--- src/rtl/css_pkg.sv ---
`timescale 1ns/1ps
package css_pkg;
    localparam int NUM_LANES = 2;

    typedef enum logic [1:0] {
        ST_RUN    = 2'd0,
        ST_FLUSH  = 2'd1,
        ST_REPORT = 2'd2
    } css_state_e;

    // lanes that take part in a stream for a given mode
    function automatic logic [NUM_LANES-1:0] active_lanes(input logic split);
        logic [NUM_LANES-1:0] act;
        act = '0;
        act[0] = 1'b1;
        if (split) act = '1;
        return act;
    endfunction
endpackage

--- src/rtl/css_router.sv ---
`timescale 1ns/1ps
module css_router #(
    parameter int LANES = 2
) (
    input  logic             split_mode,
    input  logic             case_bit,
    output logic [LANES-1:0] lane_sel
);
    // one-hot destination; all zero means the word is dropped
    always_comb begin
        lane_sel = '0;
        if (split_mode) begin
            lane_sel[case_bit] = 1'b1;
        end else if (case_bit) begin
            lane_sel[0] = 1'b1;
        end
    end
endmodule

--- src/rtl/css_lane.sv ---
`timescale 1ns/1ps
module css_lane #(
    parameter int DATA_W = 16,
    parameter int CNT_W  = 16
) (
    input  logic              clk,
    input  logic              rst_n,
    input  logic              push,
    input  logic [DATA_W-1:0] push_data,
    input  logic              flush_req,
    input  logic              clear,
    input  logic              out_ready,
    output logic              can_take,
    output logic              flushed,
    output logic              out_valid,
    output logic [DATA_W-1:0] out_data,
    output logic              out_last,
    output logic              out_empty,
    output logic [CNT_W-1:0]  count
);
    logic              hold_vld;
    logic [DATA_W-1:0] hold_dat;
    logic              out_free;

    assign out_free = !out_valid || out_ready;
    assign can_take = !hold_vld || out_free;

    always_ff @(posedge clk or negedge rst_n) begin
        if (!rst_n) begin
            hold_vld  <= 1'b0;
            hold_dat  <= '0;
            out_valid <= 1'b0;
            out_data  <= '0;
            out_last  <= 1'b0;
            out_empty <= 1'b0;
            flushed   <= 1'b0;
            count     <= '0;
        end else begin
            if (out_valid && out_ready) begin
                out_valid <= 1'b0;
            end
            if (push) begin
                // reserved word is now known not to be last
                if (hold_vld) begin
                    out_valid <= 1'b1;
                    out_data  <= hold_dat;
                    out_last  <= 1'b0;
                    out_empty <= 1'b0;
                end
                hold_vld <= 1'b1;
                hold_dat <= push_data;
                count    <= count + 1'b1;
            end else if (flush_req && !flushed && out_free) begin
                out_valid <= 1'b1;
                out_data  <= hold_vld ? hold_dat : '0;
                out_last  <= 1'b1;
                out_empty <= !hold_vld;
                hold_vld  <= 1'b0;
                flushed   <= 1'b1;
            end
            if (clear) begin
                flushed <= 1'b0;
                count   <= '0;
            end
        end
    end
endmodule

--- src/rtl/cond_stream_sorter.sv ---
`timescale 1ns/1ps
module cond_stream_sorter #(
    parameter int DATA_W = 16,
    parameter int CNT_W  = 16
) (
    input  logic              clk,
    input  logic              rst_n,
    input  logic              mode_split,
    input  logic              in_valid,
    output logic              in_ready,
    input  logic [DATA_W-1:0] in_data,
    input  logic              in_case,
    input  logic              in_last,
    output logic [1:0]        out_valid,
    input  logic [1:0]        out_ready,
    output logic [1:0]        out_last,
    output logic [1:0]        out_empty,
    output logic [DATA_W-1:0] out_data0,
    output logic [DATA_W-1:0] out_data1,
    output logic              counts_valid,
    output logic [CNT_W-1:0]  count0,
    output logic [CNT_W-1:0]  count1
);
    import css_pkg::*;

    localparam int LANES = NUM_LANES;

    css_state_e        state_q, state_d;
    logic [LANES-1:0]  sel;
    logic [LANES-1:0]  act;
    logic [LANES-1:0]  take_ok;
    logic [LANES-1:0]  lane_flushed;
    logic [LANES-1:0]  push;
    logic [LANES-1:0]  flush_req;
    logic              clear;
    logic              all_flushed;
    logic              accept_last;
    logic [DATA_W-1:0] lane_data [LANES];
    logic [CNT_W-1:0]  lane_cnt  [LANES];

    css_router #(.LANES(LANES)) i_router (
        .split_mode (mode_split),
        .case_bit   (in_case),
        .lane_sel   (sel)
    );

    assign act         = active_lanes(mode_split);
    assign all_flushed = &(lane_flushed | ~act);
    assign accept_last = in_valid && in_ready && in_last;

    genvar g;
    generate
        for (g = 0; g < LANES; g++) begin : g_lane
            assign push[g] = in_valid && in_ready && sel[g];
            css_lane #(.DATA_W(DATA_W), .CNT_W(CNT_W)) i_lane (
                .clk       (clk),
                .rst_n     (rst_n),
                .push      (push[g]),
                .push_data (in_data),
                .flush_req (flush_req[g]),
                .clear     (clear),
                .out_ready (out_ready[g]),
                .can_take  (take_ok[g]),
                .flushed   (lane_flushed[g]),
                .out_valid (out_valid[g]),
                .out_data  (lane_data[g]),
                .out_last  (out_last[g]),
                .out_empty (out_empty[g]),
                .count     (lane_cnt[g])
            );
        end
    endgenerate

    assign out_data0 = lane_data[0];
    assign out_data1 = lane_data[1];
    assign count0    = lane_cnt[0];
    assign count1    = lane_cnt[1];

    // state register
    always_ff @(posedge clk or negedge rst_n) begin
        if (!rst_n) state_q <= ST_RUN;
        else        state_q <= state_d;
    end

    // next state
    always_comb begin
        state_d = state_q;
        unique case (state_q)
            ST_RUN:    if (accept_last) state_d = ST_FLUSH;
            ST_FLUSH:  if (all_flushed) state_d = ST_REPORT;
            ST_REPORT: state_d = ST_RUN;
            default:   state_d = ST_RUN;
        endcase
    end

    // outputs per state
    always_comb begin
        in_ready     = 1'b0;
        flush_req    = '0;
        clear        = 1'b0;
        counts_valid = 1'b0;
        unique case (state_q)
            ST_RUN:    in_ready = ((sel & take_ok) == sel);
            ST_FLUSH:  flush_req = act;
            ST_REPORT: begin
                clear        = 1'b1;
                counts_valid = 1'b1;
            end
            default: ;
        endcase
    end
endmodule

--- config.mk ---
export PLATFORM = sky130hd
export DESIGN_NAME = cond_stream_sorter
export DESIGN_NICKNAME = d
export VERILOG_FILES = /design/src/rtl/css_pkg.sv /design/src/rtl/css_router.sv /design/src/rtl/css_lane.sv /design/src/rtl/cond_stream_sorter.sv
export SDC_FILE = /design/constraint.sdc
export NUM_CORES = 1
export LEC_CHECK = 0
export BUFFER_PORTS_ARGS = -buffer_cell sky130_fd_sc_hd__clkbuf_2
export CAP_MARGIN = 10
export CORE_ASPECT_RATIO = 0.75
export CORE_UTILIZATION = 45
export CTS_CLUSTER_DIAMETER = 100
export CTS_CLUSTER_SIZE = 40
export DETAILED_ROUTE_END_ITERATION = 10
export GPL_ROUTABILITY_DRIVEN = 1
export PLACE_DENSITY = 0.68
export SETUP_SLACK_MARGIN = 0.15
export SYNTH_ARGS = -nofsm -noshare
export SYNTH_HDL_FRONTEND = slang
export SYNTH_SLANG_ARGS = --single-unit
--- constraint.sdc ---
create_clock -name clk -period 5.6 [get_ports clk]
set_input_delay 0.84 -clock clk [delete_from_list [all_inputs] [get_ports clk]]
set_output_delay 0.84 -clock clk [all_outputs]
set_load 0.1 [all_outputs]
==> run summary <==
Status: complete, no violations
Antenna Violating Nets Remaining: 0
Tot GR Track Use: 0.202
GPL Wtd Cong: 0.795
Root Driver: clkbuf_16
Hold Crit Depth: 1
Critical path class: input pin to primary output
CP Data Required Time: 4760 ps
Area grow syn2layout: 17.5%
CP Launch Type: input pin
CTS tree: built
Final Cycle Share: 0.613
Arrival @ worst endpoint: 2600 ps
Fin. Hold Viols: 0
Synth cell types: 41
Design Area, Final: 0.00541 sq mm
Die Y: 89.6 um
Post-synthesis sequential area ratio: 0.587
Rel. slew slack: 0.260
CP cell instances: clkbuf_2 > ha_1 > and4b_1 > or3_4 > inv_1 > clkbuf_2
Post-DP HPWL: 7.02 mm
Site Rows: 31
Most common cell after layout, fill and taps aside: dfrtp_1
DR pass1 iterations: 4
Vias per inst: 5.43
Number of synthesized flops with an enable pin: 0
Total negative slack: 0 ps
Num CTS Buffers: 9
Syn avg cell area: 11.1 sq um
Synthesized instance count: 415
ANT cells: 0
CTS clk-pin slew, worst paths: 70 ps
Via count: 3,422
First-pass GRT wire length: 16.4 mm
Slowest-stage cell, CP: clkbuf_2
Post-DP Area: 0.00511 sq mm
FMAX: 291 MHz
R2R cell count: 4
Top-area cell type share of the netlist area: 0.587
Setup violators final: 0
Die span in x: 119 um
WHS Endpoint: state_q[0]
Antenna violations before repair: 0
Most frequent cells in the layout: dfrtp_1 (108), clkbuf_2 (94), nand2_1 (65)
Cell family with most CP delay: simple AND/OR/NAND/NOR gates
Reg-to-Reg End: g_lane[0].i_lane.out_data[10]
Iteration-0 DRC count of the detailed router: 251
Total wire length: 10.5 mm
H-Tree Depth: 3
Synth top area cells: dfrtp_1 (59%), a22o_1 (6.1%), nand2_1 (5.3%)
Critical path buffers and inverters: 3
# DRC: 0
Final slew viol count: 0
Post-synth ARST share: 1.00
Worst Setup SP: mode_split
Worst-Skew Late Latency: 340 ps
Max cap viols: 0
Vias in the first global route: 3,210
Core ar.: 0.00981 sq mm
Hold Path Origin: state_q[1]
Post-CTS Resized: 0
R2R Setup Slk: 2870 ps
Synthesized area: 0.00460 sq mm
Worst Setup End Kind: primary output
Die Area: 0.0106 sq mm
Flops & latches, synth: 108
GR Overflow Total: 0
Critical Path Most Common Cell: clkbuf_2
Worst slew pin tran: 1110 ps
RSZ-0062 raised after global routing: no
Post-Layout Cell Count: 630
Clock buffer depth: 2
Period minus WS final: 3440 ps
CP max FO: 13
Port Buffers: 95
Worst hold path type: register to register
Synth area leader: dfrtp_1
Mapped Nets: 442
Clk_skew: 5.35 ps
Cells after DPL: 614
I/O pins: 96
Nets: 520
Starting density of the core: 0.469
Synth Flop Type: dfrtp_1
Clk sinks: 108
Hold Buf Count CTS: 0
Wirelength per Cell: 16.6 um
Worst path max stage delay: 460 ps
Fraction of layout cells with a size suffix above 1: 0.275
RR Startpoint: g_lane[1].i_lane.hold_vld
Largest net degree at the start of global routing: 72
Yosys warning total: 0
Postcts setup bufs: 0
## flip-flops by register name (all words and copies together), names as in the netlist
name and cells:
g_lane.i_lane.out_empty 2, g_lane.i_lane.count 32, g_lane.i_lane.out_valid 2, g_lane.i_lane.hold_dat 32, g_lane.i_lane.out_last 2, state_q 2
g_lane.i_lane.out_data 32, g_lane.i_lane.flushed 2, g_lane.i_lane.hold_vld 2
## routing by layer
layer	vias up	global-route usage	wire length (um)
met5	-	0	0
met4	0	0.0598	129
met3	11	0.0499	338
met2	64	0.308	4740
met1	1686	0.288	5270
li1	1661	-	-
## worst reg2reg max path, delay by kind of cell (launching register included)
family,cells,cell delay (ps)
simple gates,2,1380
flops,1,440
compound gates,2,850
## synthesized netlist by cell type, types with 12 or more instances
| master | number |
|---|---|
| dfrtp_1 | 108 |
| nand3_1 | 14 |
| o31ai_1 | 12 |
| nor2_1 | 17 |
| or4_1 | 16 |
| nand2_1 | 65 |
| or3_1 | 12 |
| mux2_2 | 16 |
| a22o_1 | 32 |
| o21ai_0 | 13 |
| a21oi_1 | 23 |
| clkbuf_1 | 12 |
## per-stage QoR
stage / utilization / setup slack (ps) / hold WS (ps)
floorplan: - / 2140 / 423
global placement: 0.520 / 2190 / 435
detailed placement: 0.520 / 2080 / 444
CTS: 0.551 / 2190 / 455
global route: 0.551 / 2100 / 501
finish: 0.551 / 2160 / 455
## worst max path at each step
stage	slack [ps]	cells past startpoint	endpoint
3_3_place_gp	2190	6	g_lane[0].i_lane.out_data[9]
2_1_floorplan	2140	6	in_ready
4_1_cts	2190	6	in_ready
3_5_place_dp	2080	6	g_lane[0].i_lane.out_data[10]
6_report	2160	6	in_ready
5_1_grt	2100	6	in_ready
## cell families (layout without fill, tap and decap cells)
| logic type | Yosys count | in the layout | synth area share |
|---|---|---|---|
| AND/OR/NAND/NOR | 156 | 156 | 0.175 |
| XOR/XNOR | 1 | 1 | 0.00190 |
| multiplexers | 18 | 18 | 0.0435 |
| flip-flops | 108 | 108 | 0.587 |
| AO/OA/AOI/OAI | 91 | 91 | 0.141 |
| adder cells (fa/ha/maj) | 3 | 3 | 0.00815 |
| buffers and inverters | 38 | 121 | 0.0429 |
## cell type report
| cell class | count | area [sq um] |
|---|---|---|
| sequential | 108 | 2700 |
| clock inverter | 7 | 77.6 |
| inverter | 8 | 30.0 |
| timing repair buffer | 97 | 493 |
| fill | 867 | 4400 |
| clock buffer | 9 | 225 |
| multi-input combinational | 269 | 1720 |
| tap | 132 | 165 |
Power is left out: the tool's default activity adds up to more than one toggle a clock period on the data nets, which glitch-free logic cannot reach.
